===== config.mk =====
export PLATFORM = sky130hd
export DESIGN_NAME = frz_timer
export DESIGN_NICKNAME = d
export VERILOG_FILES = /design/src/rtl/frz_timer_pkg.sv /design/src/rtl/frz_tick_gen.sv /design/src/rtl/frz_counter.sv /design/src/rtl/frz_channel.sv /design/src/rtl/frz_timer.sv
export SDC_FILE = /design/constraint.sdc
export NUM_CORES = 1
export LEC_CHECK = 0
export ABC_CLOCK_PERIOD_IN_PS = 2550
export BUFFER_PORTS_ARGS = -buffer_cell sky130_fd_sc_hd__buf_4
export CORE_MARGIN = 1
export CORE_UTILIZATION = 45
export CTS_CLUSTER_DIAMETER = 40
export DETAILED_ROUTE_END_ITERATION = 12
export MAX_ROUTING_LAYER = met4
export PLACE_DENSITY = 0.74
export RECOVER_POWER = 25
export SYNTH_ARGS = -nofsm -noshare
export SYNTH_HDL_FRONTEND = slang
export SYNTH_SLANG_ARGS = --single-unit

===== constraint.sdc =====
create_clock -name clk -period 2.55 [get_ports clk]
set_input_delay 0.255 -clock clk [delete_from_list [all_inputs] [get_ports clk]]
set_output_delay 0.255 -clock clk [all_outputs]
set_load 0.02 [all_outputs]

===== src/rtl/frz_timer_pkg.sv =====
// Package: shared channel mode codes for the freezable timer.
// Assumes mode values are written by a register port outside this block.
package frz_timer_pkg;

    typedef enum logic [2:0] {
        CH_OFF       = 3'd0,
        CH_IC_RISE   = 3'd1,
        CH_IC_FALL   = 3'd2,
        CH_IC_BOTH   = 3'd3,
        CH_OC_TOGGLE = 3'd4,
        CH_OC_CLEAR  = 3'd5,
        CH_OC_SET    = 3'd6,
        CH_SPARE     = 3'd7
    } ch_mode_e;

    function automatic logic mode_is_oc(input ch_mode_e m);
        return (m == CH_OC_TOGGLE) || (m == CH_OC_CLEAR) || (m == CH_OC_SET);
    endfunction

endpackage


===== src/rtl/frz_tick_gen.sv =====
// Module: counter enable generator.
// Produces a one-cycle tick either from a power-of-two divider of the bus
// clock or from synchronized rising edges of the external clock pin.
// Assumes the external pin runs at no more than half the bus rate.
// Nothing advances while freeze is high.
module frz_tick_gen #(
    parameter int PS_W = 3
) (
    input  logic            clk,
    input  logic            rst_n,
    input  logic            freeze,
    input  logic [PS_W-1:0] ps_sel,
    input  logic            ext_clk,
    output logic            tick
);
    localparam int DIV_W = (1 << PS_W) - 2;
    localparam logic [PS_W-1:0] EXT_CODE = {PS_W{1'b1}};

    logic [DIV_W-1:0] prs_q;
    logic [DIV_W-1:0] prs_mask;
    logic             ext_mode;
    logic             ext_s1, ext_s2, ext_s3;
    logic             div_hit;
    logic             ext_rise;

    assign ext_mode = (ps_sel == EXT_CODE);

    // Build the low-bit mask for the selected divide ratio.
    always_comb begin
        for (int i = 0; i < DIV_W; i++) begin
            prs_mask[i] = (i < int'(ps_sel));
        end
    end

    assign div_hit  = ((prs_q & prs_mask) == prs_mask);
    assign ext_rise = ext_s2 & ~ext_s3;
    assign tick     = !freeze && (ext_mode ? ext_rise : div_hit);

    // Advance the divider phase on every unfrozen bus cycle in divide mode.
    always_ff @(posedge clk) begin
        if (!rst_n) begin
            prs_q <= '0;
        end else if (!freeze && !ext_mode) begin
            prs_q <= prs_q + 1'b1;
        end
    end

    // Synchronize the external pin and keep one stage for edge detection.
    always_ff @(posedge clk) begin
        if (!rst_n) begin
            ext_s1 <= 1'b0;
            ext_s2 <= 1'b0;
            ext_s3 <= 1'b0;
        end else begin
            ext_s1 <= ext_clk;
            ext_s2 <= ext_s1;
            ext_s3 <= ext_s2;
        end
    end

    // an edge-detected external clock never ticks in two adjacent cycles
    p_ext_gap_r2: assert property (@(posedge clk) disable iff (!rst_n)
        (ext_mode && tick) |=> !(ext_mode && tick));

    // a frozen divider keeps its phase
    p_prs_hold_r3: assert property (@(posedge clk) disable iff (!rst_n)
        freeze |=> $stable(prs_q));

endmodule


===== src/rtl/frz_counter.sv =====
// Module: free-running up counter.
// Increments by one on each tick and wraps through zero. stepped marks the
// cycle after an increment so that compare logic sees each value only once.
module frz_counter #(
    parameter int CNT_W = 16
) (
    input  logic             clk,
    input  logic             rst_n,
    input  logic             tick,
    input  logic             freeze,
    output logic [CNT_W-1:0] count,
    output logic             stepped
);
    logic [CNT_W-1:0] count_q;
    logic             stepped_q;

    // Count ticks and record that a step happened.
    always_ff @(posedge clk) begin
        if (!rst_n) begin
            count_q   <= '0;
            stepped_q <= 1'b0;
        end else begin
            stepped_q <= tick;
            if (tick) begin
                count_q <= count_q + 1'b1;
            end
        end
    end

    assign count   = count_q;
    assign stepped = stepped_q;

    // no movement while a stop or break holds the block
    p_freeze_hold_r3: assert property (@(posedge clk) disable iff (!rst_n)
        freeze |=> $stable(count_q));

    // the count only ever moves by plus one (modulo wrap)
    p_step_one_r1: assert property (@(posedge clk) disable iff (!rst_n)
        !$stable(count_q) |-> (count_q == $past(count_q) + 1'b1));

endmodule


===== src/rtl/frz_channel.sv =====
// Module: one capture/compare channel.
// In capture modes it synchronizes its pin, detects the chosen edge and
// latches the count. In compare modes it acts on the pin output when a
// freshly stepped count equals the compare value. Assumes count and stepped
// come from frz_counter and freeze is the OR of stop and break.
module frz_channel
    import frz_timer_pkg::*;
#(
    parameter int CNT_W = 16
) (
    input  logic             clk,
    input  logic             rst_n,
    input  logic             freeze,
    input  logic [2:0]       mode,
    input  logic [CNT_W-1:0] cmp,
    input  logic             pin_in,
    input  logic             flag_clr,
    input  logic [CNT_W-1:0] count,
    input  logic             stepped,
    output logic             pin_out,
    output logic [CNT_W-1:0] cap,
    output logic             flag
);
    ch_mode_e         mode_e;
    logic             pin_s1, pin_s2, pin_s3;
    logic             rise, fall;
    logic             cap_ev, cmp_ev, set_ev;
    logic             is_oc;
    logic             oc_q, flag_q;
    logic [CNT_W-1:0] cap_q;

    assign mode_e = ch_mode_e'(mode);
    assign is_oc  = mode_is_oc(mode_e);
    assign rise   = pin_s2 & ~pin_s3;
    assign fall   = ~pin_s2 & pin_s3;

    // Decide whether a pin edge qualifies for a capture in the current mode.
    always_comb begin
        unique case (mode_e)
            CH_IC_RISE: cap_ev = rise;
            CH_IC_FALL: cap_ev = fall;
            CH_IC_BOTH: cap_ev = rise | fall;
            default:    cap_ev = 1'b0;
        endcase
        if (freeze) cap_ev = 1'b0;
    end

    assign cmp_ev = is_oc && stepped && (count == cmp);
    assign set_ev = cap_ev | cmp_ev;

    // Synchronize the channel pin and keep one stage for edge detection.
    always_ff @(posedge clk) begin
        if (!rst_n) begin
            pin_s1 <= 1'b0;
            pin_s2 <= 1'b0;
            pin_s3 <= 1'b0;
        end else begin
            pin_s1 <= pin_in;
            pin_s2 <= pin_s1;
            pin_s3 <= pin_s2;
        end
    end

    // Latch the count on a qualified capture edge.
    always_ff @(posedge clk) begin
        if (!rst_n) begin
            cap_q <= '0;
        end else if (cap_ev) begin
            cap_q <= count;
        end
    end

    // Drive the compare output on a match.
    always_ff @(posedge clk) begin
        if (!rst_n) begin
            oc_q <= 1'b0;
        end else if (cmp_ev) begin
            unique case (mode_e)
                CH_OC_TOGGLE: oc_q <= ~oc_q;
                CH_OC_CLEAR:  oc_q <= 1'b0;
                CH_OC_SET:    oc_q <= 1'b1;
                default:      oc_q <= oc_q;
            endcase
        end
    end

    // Set the flag on any channel event; a clear pulse drops it.
    always_ff @(posedge clk) begin
        if (!rst_n) begin
            flag_q <= 1'b0;
        end else if (set_ev) begin
            flag_q <= 1'b1;
        end else if (flag_clr) begin
            flag_q <= 1'b0;
        end
    end

    assign pin_out = oc_q;
    assign cap     = cap_q;
    assign flag    = flag_q;

    // captured value cannot change while frozen
    p_cap_frozen_r4: assert property (@(posedge clk) disable iff (!rst_n)
        freeze |=> $stable(cap_q));

    // outside compare modes the pin output holds
    p_oc_idle_r7: assert property (@(posedge clk) disable iff (!rst_n)
        !is_oc |=> $stable(oc_q));

    // a clear with no new event leaves the flag low
    p_flag_clr_r8: assert property (@(posedge clk) disable iff (!rst_n)
        (flag_clr && !set_ev) |=> !flag_q);

    // a capture always raises the flag
    p_cap_flag_r5: assert property (@(posedge clk) disable iff (!rst_n)
        cap_ev |=> flag_q);

endmodule


===== src/rtl/frz_timer.sv =====
// Module: top of the freezable two-channel timer.
// Combines the clock-select tick generator, the counter and one channel per
// index. Stop and break both freeze the block; control fields are assumed
// to be held steady by the register port that drives them.
module frz_timer #(
    parameter int CNT_W = 16,
    parameter int N_CH  = 2,
    parameter int PS_W  = 3
) (
    input  logic                       clk,
    input  logic                       rst_n,
    input  logic                       ext_clk,
    input  logic                       stop_req,
    input  logic                       brk_req,
    input  logic [PS_W-1:0]            ps_sel,
    input  logic [N_CH-1:0][2:0]       ch_mode,
    input  logic [N_CH-1:0][CNT_W-1:0] ch_cmp,
    input  logic [N_CH-1:0]            ch_pin_in,
    input  logic [N_CH-1:0]            ch_flag_clr,
    output logic [CNT_W-1:0]           count,
    output logic [N_CH-1:0]            ch_pin_out,
    output logic [N_CH-1:0][CNT_W-1:0] ch_cap,
    output logic [N_CH-1:0]            ch_flag
);
    logic             freeze;
    logic             tick;
    logic             stepped;
    logic [CNT_W-1:0] count_w;

    assign freeze = stop_req | brk_req;

    frz_tick_gen #(.PS_W(PS_W)) u_tick (
        .clk    (clk),
        .rst_n  (rst_n),
        .freeze (freeze),
        .ps_sel (ps_sel),
        .ext_clk(ext_clk),
        .tick   (tick)
    );

    frz_counter #(.CNT_W(CNT_W)) u_cnt (
        .clk    (clk),
        .rst_n  (rst_n),
        .tick   (tick),
        .freeze (freeze),
        .count  (count_w),
        .stepped(stepped)
    );

    for (genvar g = 0; g < N_CH; g++) begin : g_ch
        frz_channel #(.CNT_W(CNT_W)) u_ch (
            .clk     (clk),
            .rst_n   (rst_n),
            .freeze  (freeze),
            .mode    (ch_mode[g]),
            .cmp     (ch_cmp[g]),
            .pin_in  (ch_pin_in[g]),
            .flag_clr(ch_flag_clr[g]),
            .count   (count_w),
            .stepped (stepped),
            .pin_out (ch_pin_out[g]),
            .cap     (ch_cap[g]),
            .flag    (ch_flag[g])
        );
    end

    assign count = count_w;

    // all outputs are clear in the cycle after reset
    p_reset_state_r9: assert property (@(posedge clk)
        !rst_n |=> (count == '0) && (ch_flag == '0) && (ch_pin_out == '0));

endmodule


=== Yosys cells after proc, flatten, opt, wreduce, memory -nomap -nowiden ===
Cells that the tools add are included.

* Equality and inequality tests: 16
* $lt $le $gt $ge: 6
* Multiplexer cells: 11
* Add/subtract/negate cells: 2
* Bitwise logic cells: 18
* Reductions and logical operators: 18

{| class="wikitable"
|+ Operator list
! cell !! number
|-
| $eq A16 B16 Y1 || 2
|-
| $eq A3 B3 Y1 const B || 7
|-
| $add A16 B1 Y16 const B || 1
|-
| $eq A3 B2 Y1 const B || 4
|-
| $pmux W1 S3 || 4
|-
| $mux W1 || 7
|-
| $not A1 Y1 || 7
|-
| $add A6 B1 Y6 const B || 1
|-
| $and A6 B6 Y6 || 1
|-
| $eq A3 B1 Y1 const B || 2
|-
| $eq A6 B6 Y1 || 1
|-
| $logic_and A1 B1 Y1 || 6
|-
| $lt A1 B3 Y1 const A || 2
|-
| $lt A2 B3 Y1 const A || 2
|-
| $lt A3 B3 Y1 const A || 2
|-
| $reduce_bool A3 Y1 || 2
|-
| $and A1 B1 Y1 || 5
|-
| $or A1 B1 Y1 || 5
|-
| $logic_or A1 B1 Y1 || 4
|-
| $reduce_and A2 Y1 || 2
|-
| $reduce_bool A2 Y1 || 2
|-
| $logic_not A1 Y1 || 2
|}

* Output and inout bits: 52
* Input bits: 50
* Register bits after elaboration: 68
* Word-level logic and storage cells: 89

=== Logic depth before layout (Yosys ltp) ===
Gate-level depths: netlist (run 1).

* Depth after elaboration: 7
* Depth in mapped cells: 10
* Gate-level depth less buffers: 8

=== By module ===
Synthesis (run 1) repeated with hierarchy kept, for this count alone.

* Cells, all modules: 337
* Area total of the unflattened synthesis: 3338.2 um^2

{| class="wikitable"
|+ By module, submodules not included
! module !! area an instance (um^2) !! times used !! sequential area each (um^2) !! cells each
|-
| frz_channel || 1052.3 || 2 || 420.4 || 102
|-
| frz_counter || 785.8 || 1 || 340.3 || 86
|-
| frz_tick_gen || 441.7 || 1 || 180.2 || 46
|-
| frz_timer || 6.3 || 1 || 0.0 || 1
|}

=== Worst setup path after synthesis (run 1) ===
OpenSTA, ideal clock, no wires.

* Kind: reg2reg
* Start point: register u_cnt.count_q[9] (netlist: u_cnt.count[9])
* End point: register g_ch[0].u_ch.oc_q
* Buffers on the path: 1
* Library setup time: 0.071 ns
* Arrival time: 1.844 ns
* Setup slack: 0.635 ns
* Stages on the path, launching flop included: 8
* Period minus slack after synthesis: 1.915 ns
* Required time: 2.479 ns
* Cells stage by stage: dfxtp_1 clkbuf_1 xnor2_1 nand4_1 a2111oi_0 nand4_1 or3_1 a21oi_1

* Word-level cells in the longest chain between the ends: 3

{| class="wikitable"
|+ RTL lines
! item !! line !! RTL
|-
| start, declared || frz_counter.sv:14 || <nowiki>logic [CNT_W-1:0] count_q;</nowiki>
|-
| start signal, assigned || frz_counter.sv:25 || <nowiki>count_q <= count_q + 1'b1;</nowiki>
|-
| $eq A16 B16 Y1 || frz_channel.sv:48 || <nowiki>assign cmp_ev = is_oc && stepped && (count == cmp);</nowiki>
|-
| $logic_and A1 B1 Y1 || frz_channel.sv:48 ||
|-
| $reduce_and A2 Y1 (no source line) || n/a ||
|-
| end signal, assigned || frz_channel.sv:79 || <nowiki>CH_OC_TOGGLE: oc_q <= ~oc_q;</nowiki>
|-
| end signal, assigned || frz_channel.sv:82 || <nowiki>default: oc_q <= oc_q;</nowiki>
|-
| end, declared || frz_channel.sv:29 || <nowiki>logic oc_q, flag_q;</nowiki>
|}

No other way between the ends.
A chain may end at the register's enable or synchronous reset.

=== Worst setup path after layout (run 1) ===
* Start point: register u_tick.prs_q[2]
* End point: register u_cnt.count_q[10] (netlist: u_cnt.count[10])

* Word-level cells in the longest chain between the ends: 4

{| class="wikitable"
|+ RTL lines
! item !! line !! RTL
|-
| start, declared || frz_tick_gen.sv:19 || <nowiki>logic [DIV_W-1:0] prs_q;</nowiki>
|-
| start signal, assigned || frz_tick_gen.sv:44 || <nowiki>prs_q <= prs_q + 1'b1;</nowiki>
|-
| $and A6 B6 Y6 || frz_tick_gen.sv:35 || <nowiki>assign div_hit = ((prs_q & prs_mask) == prs_mask);</nowiki>
|-
| $eq A6 B6 Y1 || frz_tick_gen.sv:35 ||
|-
| $mux W1 || frz_tick_gen.sv:37 || <nowiki>assign tick = !freeze && (ext_mode ? ext_rise : div_hit);</nowiki>
|-
| $logic_and A1 B1 Y1 || frz_tick_gen.sv:37 ||
|}

No other way between the ends.

==> impl_metrics.py, run 1 <==
metrics = {
    "finish": {
        "final_util_pct": 61.1,
        "layout_commonest_cell": "buf_4",
        "nets": 505,
        "final_layout_size_suffix_gt1_share_pct": 24.9,
        "num_antenna_cells": 0,
        "fillers": 634,
        "stdcell_area_sq_um": 4200,
        "area_growth_pct": 29.5,
        "final_cell_mix": "buf_4 (89), dfxtp_1 (68), nor2_1 (54), mux2i_1 (36), xor2_1 (28)",
    },
    "power_and_ir_drop": {
        "clkPwrFrac_pct": 43.7,
        "powerDensity_nw_per_um2": 526,
        "p_leak_uw": 0.00167,
        "p_comb_share_pct": 7.5,
        "p_int_uw": 1710,
        "seqPwrFrac_pct": 48.8,
        "irDropWorstVdd_v": 0.000356,
        "power_switching_uw": 504,
        "p_sw_share_pct": 22.8,
    },
    "global_routing": {
        "grt_pass1_wl_mm": 13.1,
        "grt_use_total_pct": 23.6,
        "grt_util_met1_pct": 32.0,
        "gr-total-overflow": 0,
        "antenna_found_initial": 0,
        "grt_pass1_vias": 2642,
        "use_met2_pct": 35.1,
        "grt_busiest_layer": "met2",
        "grt_use_met3_pct": 3.70,
        "grt_max_degree": 54,
    },
    "floorplan": {
        "die_y_um": 86.9,
        "dieArea_sq_um": 7550,
        "core_sq_um": 6870,
        "die_x_um": 86.9,
        "io_pins": 102,
        "start_util_pct": 47.2,
        "rows": 30,
    },
    "logic_synthesis": {
        "synth-seq-cells": 68,
        "synth_area_sq_um": 3240,
        "synth-async-reset-ratio_pct": 0,
        "ys_types": 39,
        "synthFlopType": "dfxtp_1",
        "syn_nets": 415,
        "yosysSeqAreaShare_pct": 42.0,
        "synth_edf_count": 0,
        "syn_avg_cell_area_sq_um": 9.03,
        "synthCells": 359,
        "yosysWarnings": 0,
    },
    "detailed_routing": {
        "vias": 2840,
        "ant_nets": 0,
        "via_per_inst": 5.16,
        "drc": 0,
        "drt_first_pass_iters": 4,
        "routed_wl_mm": 8.24,
        "drt_iter0_drc": 197,
        "wl_per_cell_um": 15.0,
    },
    "worst_setup_path": {
        "path_class": "flop to flop",
        "worst-path-buf-inv": 0,
        "r2r-end": "u_cnt.count[10]",
        "path_cells": "nand2_1 > nor3_1 > o22ai_4 > or2_4 > or4_1 > a21oi_1",
        "critPathSlowestCell": "or4_1",
        "r2r_start": "u_tick.prs_q[2]",
        "crit_family": "simple AND/OR/NAND/NOR gates",
        "max_stage_delay_ns": 0.51,
        "worst_setup_path_end_kind": "flop",
        "crit_required_ns": 2.81,
        "worstSetupStartpointType": "flop",
        "r2r_slack_ns": 0.52,
        "cp.arrival_ns": 2.29,
        "ff2ff_path_depth": 6,
        "crit_fanout": 14,
    },
    "clock_tree": {
        "cts.clk_slew.worst_paths_ns": 0.08,
        "htree_levels": 3,
        "cts_hold_buf": 0,
        "cts_resized": 0,
        "cts_tree": "done",
        "postCtsSetupRepairBufs": 0,
        "root_buffer": "clkbuf_8",
        "cts_sinks": 68,
        "cts_buffer_depth": 2,
        "clk_latency_ns": 0.34,
        "cts_made_buffers": 9,
    },
    "sta": {
        "setup_viol": 0,
        "rsz0062_at_grt": "no",
        "tns_ns": 0,
        "timing.final.crit_share_pct": 79.6,
        "timing.slew.headroom_pct": 28.4,
        "finalHoldViolCount": 0,
        "worst_slew_pin_slew_ns": 1.07,
        "finalClockSkew_ns": 0.0104,
        "max_clock_freq_ghz": 0.493,
        "maxSlewViolCount": 0,
        "fin_crit_ns": 2.03,
    },
    "placed_design": {
        "dpl.hpwl_mm": 5.98,
        "io_buffers": 101,
        "placed_area_sq_um": 4060,
        "routabilityCongestion": 0.880,
    },
    "worst_hold_path": {
        "hold_depth": 2,
        "hold_class": "input port to flop",
        "worstHoldStart": "ch_pin_in[0]",
        "whs_endpoint": "g_ch[0].u_ch.pin_s1",
    },
    "status": {
        "status": "finished, final reports clean",
    },
    "flow_run": {
        "max-cap-violations": 0,
    },
}
## stage by stage
stage | instances | setup WS, ns | hold WS (ns) | power (uW)
finish | 550 | 0.520 | 0.115 | 2210
global route | 550 | 0.358 | 0.111 | 2300
CTS | 550 | 0.536 | 0.101 | 2230
global placement | 534 | 0.522 | 0.415 | 1270
floorplan | 359 | 0.635 | 0.382 | 1180
detailed placement | 534 | 0.496 | 0.427 | 1270
## routing by layer
metal / vias up / routed length, um
met4: 0 / 149
met5: - / 0
met3: 16 / 611
met2: 113 / 3680
met1: 1320 / 3800
li1: 1391 / -
## flip-flops by register name, indices dropped and copies added, names as in the netlist
signal / flops
u_tick.prs_q: 6
u_tick.ext_s1: 1
u_tick.ext_s3: 1
u_cnt.count: 16
g_ch.u_ch.pin_out: 2
g_ch.u_ch.flag: 2
u_tick.ext_s2: 1
g_ch.u_ch.pin_s2: 2
g_ch.u_ch.cap: 32
g_ch.u_ch.pin_s3: 2
g_ch.u_ch.pin_s1: 2
u_cnt.stepped: 1
## power groups by stage
stage / logic (uW) / clock network, uW / registers (uW)
2_1_floorplan: 75.6 / 0 / 1100
3_3_place_gp: 164 / 0 / 1100
3_5_place_dp: 167 / 0 / 1100
4_1_cts: 168 / 986 / 1080
5_1_grt: 180 / 1040 / 1080
6_report: 165 / 966 / 1080
## cells in the mapped netlist, types with 2 or more instances
| cell | number | area, sq um |
|---|---|---|
| a2111oi_0 | 2 | 17.5 |
| or3_1 | 4 | 25.0 |
| nor2_1 | 54 | 203 |
| nand3_1 | 6 | 30.0 |
| and3_1 | 4 | 25.0 |
| nand2b_1 | 4 | 25.0 |
| a21oi_1 | 13 | 65.1 |
| nor3_1 | 7 | 35.0 |
| and2_1 | 8 | 50.1 |
| clkbuf_1 | 20 | 75.1 |
| buf_2 | 5 | 25.0 |
| nand2_1 | 17 | 63.8 |
| ha_1 | 6 | 75.1 |
| nor3b_1 | 2 | 15.0 |
| mux2i_1 | 36 | 360 |
| inv_1 | 9 | 33.8 |
| dfxtp_1 | 68 | 1360 |
| o21ai_0 | 6 | 30.0 |
| nor4_1 | 9 | 56.3 |
| o21a_1 | 2 | 15.0 |
| xor2_1 | 28 | 245 |
| xnor2_1 | 17 | 149 |
| nand4b_1 | 2 | 17.5 |
| nand4_1 | 11 | 68.8 |
| buf_4 | 5 | 37.5 |
## area by class of cell
| class | count | area (sq um) | share of cell area [%] |
|---|---|---|---|
| repair buffers | 110 | 748 | 17.8 |
| well taps | 96 | 120 | 2.86 |
| multi-input cells | 251 | 1720 | 40.9 |
| flip-flops and latches | 68 | 1360 | 32.4 |
| clock inverters | 6 | 88.8 | 2.12 |
| clock buffers | 10 | 128 | 3.04 |
| inverters | 9 | 33.8 | 0.805 |
## how the worst max path moves through the flow
stage | startpoint | to | slack, ns | cells after the start
floorplan | u_cnt.count[9] | g_ch[0].u_ch.pin_out | 0.64 | 7
global placement | ps_sel[1] | u_cnt.count[10] | 0.52 | 7
detailed placement | ps_sel[1] | u_cnt.count[10] | 0.50 | 7
CTS | u_tick.prs_q[2] | u_cnt.count[10] | 0.54 | 6
global route | u_tick.prs_q[2] | u_cnt.count[10] | 0.36 | 6
finish | u_tick.prs_q[2] | u_cnt.count[10] | 0.52 | 6
## cells by family (layout without fill, tap and decap cells)
| group | after synthesis | in the layout | share of synthesized area (%) |
|---|---|---|---|
| xor+xnor | 45 | 45 | 12.2 |
| fa+ha+maj | 6 | 6 | 2.32 |
| flops | 68 | 68 | 42.0 |
| compound gates | 29 | 29 | 5.75 |
| simple gates | 135 | 135 | 21.3 |
| mux | 36 | 36 | 11.1 |
| buf+inv | 40 | 135 | 5.40 |
(Power assumes the default switching activity.)
==> inputs of run 2 (changes only) <==
ABC_AREA = 1   (was unset)
ABC_CLOCK_PERIOD_IN_PS = 2100   (was 2550)
PLACE_DENSITY = 0.72   (was 0.74)
clock period = 2.1 ns   (was 2.55 ns; I/O delays follow)
==> run 2 against run 1 <==
Clock power increased by 38%. Synthesized cell count rose by 52%. Total power up 31%. Core utilization is 2.8 points lower. Via count increased by 28%. Combinational power is 56% higher. Non-clock buffer count down 7.
==> impl_metrics.py, run 2 <==
metrics = {
    "logic_synthesis": {
        "synth-async-reset-ratio_pct": 0,
        "yosys-top-cells-area": "dfxtp_1 (37%), nand2_1 (15%), a21oi_1 (6.4%)",
        "syn_nets": 602,
        "ys_types": 32,
        "synth_mux_area_share_pct": 0,
        "netlist_top_cells_count": "nand2_1 (150), dfxtp_1 (68), inv_1 (62)",
        "synthCells": 546,
        "synth_area_sq_um": 3660,
        "synth_top_area_share_pct": 37.1,
        "synth-seq-cells": 68,
        "synth_xor_area_share_pct": 3.35,
        "synth_fa_ha_area_share_pct": 2.05,
        "synth_edf_count": 0,
        "synthSimpleGateAreaFrac_pct": 30.9,
        "yosysWarnings": 0,
        "synth_top_family_by_area": "simple AND/OR/NAND/NOR gates",
        "yosysSeqAreaShare_pct": 37.1,
        "synth.largest_area_cell": "dfxtp_1",
        "synth_compound_area_share_pct": 14.0,
        "synthFlopType": "dfxtp_1",
        "syn_avg_cell_area_sq_um": 6.71,
        "synth_most_common_cell": "nand2_1",
    },
    "finish": {
        "largest_register_ffs": 32,
        "regArea_sq_um": 1360,
        "num_antenna_cells": 0,
        "fillers": 759,
        "multi_input_area_sq_um": 1840,
        "nets": 691,
        "final_cells": 742,
        "final_cell_mix": "nand2_1 (150), buf_4 (83), dfxtp_1 (68), inv_1 (62), nor2_1 (49)",
        "layout_commonest_cell": "nand2_1",
        "final_util_pct": 58.3,
        "area_growth_pct": 24.3,
        "final_layout_size_suffix_gt1_share_pct": 21.4,
    },
    "clock_tree": {
        "cts.clk_slew.worst_paths_ns": 0.08,
        "postCtsSetupRepairBufs": 0,
        "cts_hold_buf": 0,
        "cts_sinks": 68,
        "root_buffer": "clkbuf_8",
        "cts_made_buffers": 9,
        "htree_levels": 3,
        "cts_resized": 0,
        "clk_latency_ns": 0.34,
        "cts_buffer_depth": 2,
        "cts_tree": "done",
    },
    "sta": {
        "max_clock_freq_ghz": 0.580,
        "fin_crit_ns": 1.72,
        "maxSlewViolCount": 0,
        "timing.slew.headroom_pct": 44.2,
        "worst_slew_pin_slew_ns": 0.837,
        "setup_viol": 0,
        "hold_ws_ns": 0.0388,
        "rsz0062_at_grt": "no",
        "timing.final.crit_share_pct": 82.1,
        "finalClockSkew_ns": 0.00995,
        "tns_ns": 0,
        "finalHoldViolCount": 0,
    },
    "detailed_routing": {
        "drt_iter0_drc": 248,
        "dr_wl_met2_mm": 4.47,
        "drc": 0,
        "routed_wl_mm": 9.61,
        "wl_met1_mm": 4.41,
        "highest-signal-layer": "met4",
        "wl_per_cell_um": 12.9,
        "vias": 3635,
        "wl_met3_um": 647,
        "drt_first_pass_iters": 5,
        "via_per_inst": 4.90,
        "ant_nets": 0,
    },
    "power_and_ir_drop": {
        "p_leak_uw": 0.00215,
        "irDropWorstVdd_v": 0.000449,
        "powerDensity_nw_per_um2": 638,
        "finalPower_uw": 2900,
    },
    "global_routing": {
        "grt_pass1_wl_mm": 15.5,
        "gr-total-overflow": 0,
        "grt_pass1_vias": 3250,
        "grt_use_total_pct": 23.7,
        "grt_max_degree": 50,
        "antenna_found_initial": 0,
    },
    "worst_hold_path": {
        "hold_class": "input port to flop",
    },
    "worst_setup_path": {
        "cp.arrival_ns": 1.98,
        "crit_required_ns": 2.35,
        "worst_setup_path_end_kind": "flop",
        "worstSetupStartpointType": "flop",
        "crit_fanout": 11,
        "path_class": "flop to flop",
    },
    "placed_design": {
        "dpl.hpwl_mm": 7.17,
        "routabilityCongestion": 0.863,
        "dp.cells": 726,
        "io_buffers": 101,
    },
    "status": {
        "status": "finished, final reports clean",
    },
    "floorplan": {
        "dieArea_sq_um": 8510,
        "rows": 32,
        "io_pins": 102,
        "core_sq_um": 7810,
        "die_y_um": 92.2,
        "die_x_um": 92.2,
        "start_util_pct": 46.9,
    },
    "flow_run": {
        "max-cap-violations": 0,
    },
}
-- run 2: cell count changes in the layout (fill, tap and decap cells not counted), sizes merged, moves of 5 or more --
| cell | previous run | this run |
|---|---|---|
| mux2i | 36 | 0 |
| nor4 | 9 | 0 |
| nand4 | 11 | 6 |
| xor2 | 28 | 7 |
| a21oi | 14 | 51 |
| inv | 8 | 73 |
| nand2 | 17 | 158 |
| buf | 89 | 83 |
| and2 | 8 | 0 |
| nand3 | 7 | 33 |
| o21ai | 7 | 43 |
| xnor2 | 17 | 7 |
-- run 2: area by class of cell --
cell class / instances / share of cell area, %
clock inverters: 6 / 2.44
multi-input cells: 379 / 40.4
well taps: 102 / 2.80
inverters: 74 / 6.10
clock buffers: 10 / 3.02
repair buffers: 103 / 15.4
flip-flops and latches: 68 / 29.9
-- run 2: final timing paths --
check	startpoint	endpoint	slack (ns)	cells after the start
max	u_cnt.count[0]	u_cnt.count[6]	0.38	6
min	ch_pin_in[0]	g_ch[0].u_ch.pin_s1	0.04	3
max reg2reg	u_cnt.count[0]	u_cnt.count[6]	0.38	6
min reg2reg	g_ch[1].u_ch.pin_s1	g_ch[1].u_ch.pin_s2	0.42	2
-- run 2: report_power, final --
group / leakage (uW) / internal (uW) / total, uW / switching (uW)
Sequential: 0.000550 / 1310 / 1320 / 12.7
Clock: 0.000122 / 821 / 1330 / 507
Combinational: 0.00148 / 115 / 257 / 142
Total: 0.00215 / 2240 / 2900 / 662
-- run 2: worst max-delay path, cell delays in order (launching register included) --
cell and delay, ns:
dfxtp_1 0.55, ha_1 0.29, nand3_1 0.19, nor2_2 0.21, xor2_1 0.16, nand3_1 0.09, a21oi_1 0.15
-- run 2: logic make-up (layout without fill, tap and decap cells) --
family | count (synthesis) | in the layout
AO/OA/AOI/OAI | 97 | 97
XOR/XNOR | 14 | 14
adder cells (fa/ha/maj) | 6 | 6
buffers and inverters | 99 | 193
flip-flops | 68 | 68
AND/OR/NAND/NOR | 262 | 262
-- run 2: per-stage QoR --
stage	setup WS (ns)	area [sq um]
6_report	0.375	4560
5_1_grt	0.213	4560
4_1_cts	0.407	4630
3_5_place_dp	0.423	4380
3_3_place_gp	0.500	4380
2_1_floorplan	0.578	3660
-- run 2: metal layers --
layer / GRT usage, % / up-vias
met5: - / -
met4: 4.69 / 0
met3: 5.72 / 11
met2: 38.5 / 126
met1: 30.1 / 1600
li1: - / 1898
==> inputs of run 3 (changes only) <==
ABC_AREA = 0   (was 1)
ABC_CLOCK_PERIOD_IN_PS = 1500   (was 2100)
PLACE_DENSITY = 0.77   (was 0.72)
clock period = 1.5 ns   (was 2.1 ns; I/O delays follow)
==> run 3 against run 2 <==
First-iteration DRC count decreased by 6.0%. The run now ends with setup timing left. Global-route usage rose by 8.3 points. Critical path type unchanged. Sequential power is 38% higher. Via count shrank 4.5%. Combinational power grew 73%. Sequential share of layout area down 4.2 points.
==> impl_metrics.py, run 3 (same netlist as run 1, synthesis figures left out) <==
metrics = {
    "finish": {
        "num_antenna_cells": 0,
        "final_cell_mix": "buf_4 (162), nor2_1 (52), dfxtp_1 (48), mux2i_1 (32), xor2_1 (27)",
        "final_cells": 627,
        "fillers": 395,
        "largest_register_ffs": 32,
        "stdcell_area_sq_um": 5470,
        "multi_input_area_sq_um": 2150,
        "area_growth_pct": 68.9,
        "regArea_sq_um": 1400,
        "layout_commonest_cell": "buf_4",
        "final_layout_size_suffix_gt1_share_pct": 55.0,
        "nets": 582,
    },
    "global_routing": {
        "grt_busiest_layer": "met2",
        "grt_max_degree": 33,
        "gr-total-overflow": 0,
        "grt_use_total_pct": 32.0,
        "grt_pass1_wl_mm": 17.4,
        "antenna_found_initial": 0,
        "grt_use_met3_pct": 5.02,
        "grt_util_met1_pct": 36.6,
        "use_met2_pct": 53.5,
        "grt_pass1_vias": 3421,
    },
    "sta": {
        "setup_viol": 46,
        "rsz0062_at_grt": "yes",
        "worst_slew_pin_slew_ns": 0.413,
        "maxSlewViolCount": 0,
        "timing.slew.headroom_pct": 72.5,
        "fin_crit_ns": 1.89,
        "finalHoldViolCount": 0,
        "max_clock_freq_ghz": 0.528,
        "layout_setup_ws_ns": -0.395,
        "timing.final.crit_share_pct": 126,
        "finalClockSkew_ns": 0.0153,
    },
    "clock_tree": {
        "cts_tree": "done",
        "htree_levels": 3,
        "cts_made_buffers": 9,
        "cts_buffer_depth": 2,
        "cts.clk_slew.worst_paths_ns": 0.08,
        "cts_sinks": 68,
        "clk_latency_ns": 0.36,
        "root_buffer": "clkbuf_8",
    },
    "detailed_routing": {
        "routed_wl_mm": 12.7,
        "drt_first_pass_iters": 6,
        "via_per_inst": 5.54,
        "vias": 3473,
        "drc": 0,
        "drt_iter0_drc": 233,
        "ant_nets": 0,
        "wl_per_cell_um": 20.2,
    },
    "floorplan": {
        "die_y_um": 86.9,
        "io_pins": 102,
        "rows": 30,
        "dieArea_sq_um": 7550,
        "die_x_um": 86.9,
        "core_sq_um": 6870,
        "start_util_pct": 47.2,
    },
    "worst_setup_path": {
        "crit_fanout": 8,
        "r2r_slack_ns": -0.39,
        "crit_family": "multiplexers",
        "max_stage_delay_ns": 0.36,
        "critPathSlowestCell": "dfxtp_2",
        "critical_path_depth": 9,
        "r2r-end": "g_ch[1].u_ch.cap[7]",
        "cp.arrival_ns": 2.13,
        "worst-path-buf-inv": 3,
        "ff2ff_path_depth": 9,
        "path_class": "flop to flop",
        "r2r_start": "g_ch[1].u_ch.pin_s3",
        "crit_required_ns": 1.73,
        "worstSetupStartpointType": "flop",
        "worst_setup_path_end_kind": "flop",
        "path_cells": "inv_2 > ha_4 > mux2i_2 > a21oi_2 > nor4_4 > buf_4 > buf_12 > mux2i_1 > nor2_1",
    },
    "power_and_ir_drop": {
        "p_comb_share_pct": 11.4,
        "clkPwrFrac_pct": 42.0,
        "irDropWorstVdd_v": 0.000534,
        "power_switching_uw": 982,
        "powerDensity_nw_per_um2": 712,
        "seqPwrFrac_pct": 46.6,
        "p_sw_share_pct": 25.2,
        "p_int_uw": 2920,
        "p_leak_uw": 0.00236,
    },
    "status": {
        "violations": "setup timing",
        "status": "complete, but fails checks",
    },
    "placed_design": {
        "dp.cells": 582,
        "io_buffers": 101,
        "routabilityCongestion": 0.927,
        "dpl.hpwl_mm": 6.66,
        "placed_area_sq_um": 4530,
    },
    "flow_run": {
        "max-cap-violations": 0,
    },
    "worst_hold_path": {
        "worstHoldStart": "ext_clk",
        "hold_depth": 2,
        "whs_endpoint": "u_tick.ext_s1",
        "hold_class": "input port to flop",
    },
}
[run 3: worst reg2reg max path, stage by stage, from the launching register on]
cell,delay (ns)
dfxtp_2,0.36
inv_2,0.05
ha_4,0.23
mux2i_2,0.20
a21oi_2,0.12
nor4_4,0.19
buf_4,0.19
buf_12,0.14
mux2i_1,0.23
nor2_1,0.06
[run 3: repair_timing]
action / CTS / global route
hold endpoints to repair: 1 / 0
resized for setup: 61 / 47
endpoints found under the setup margin: 47 / 52
gates cloned: 5 / 0
hold buffers: 1 / 0
pin swaps: 23 / 27
buffers inserted: 15 / 10
[run 3: power groups by stage]
stage,clock [uW],sequential [uW],combinational (uW)
floorplan,0,1860,137
global placement,0,1860,325
detailed placement,0,1860,332
CTS,1630,1820,383
global route,1730,1820,466
finish,1640,1820,445
[run 3: layout make-up]
type                    instances  area share (%)
multi-input cells             252            39.3
repair buffers                186            28.1
flip-flops and latches         68            25.6
clock buffers                  13            3.68
well taps                      96            2.19
inverters                       9           0.617
clock inverters                 3           0.434
[run 3: how the worst max path moves through the flow]
stage / start / endpoint / slack (ns)
3_3_place_gp: u_cnt.count[9] / g_ch[0].u_ch.pin_out / -0.21
3_5_place_dp: g_ch[1].u_ch.pin_s3 / g_ch[1].u_ch.cap[12] / -0.28
6_report: g_ch[1].u_ch.pin_s3 / g_ch[1].u_ch.cap[7] / -0.39
4_1_cts: g_ch[1].u_ch.pin_s3 / g_ch[1].u_ch.cap[10] / -0.28
5_1_grt: g_ch[1].u_ch.pin_s3 / g_ch[1].u_ch.cap[7] / -0.49
2_1_floorplan: u_cnt.count[9] / g_ch[0].u_ch.pin_out / -0.18
[run 3: per-layer routing]
metal,vias up,wire [um]
met3,70,952
met4,0,665
li1,1543,-
met2,202,6280
met5,-,0
met1,1658,4790
[run 3: stage by stage]
| step | hold WS (ns) | utilization [%] | setup WS (ns) | power, uW | TNS [ns] |
|---|---|---|---|---|---|
| after global placement | 0.359 | 66.0 | -0.208 | 2190 | -7.22 |
| after CTS | 0.0112 | 76.1 | -0.279 | 3830 | -8.29 |
| after floorplan | 0.277 | - | -0.176 | 2000 | -4.09 |
| after global routing | 0.0204 | 79.7 | -0.494 | 4010 | -15.65 |
| after detailed placement | 0.363 | 66.0 | -0.284 | 2190 | -9.83 |
| final | 0.0175 | 79.7 | -0.395 | 3900 | -11.56 |
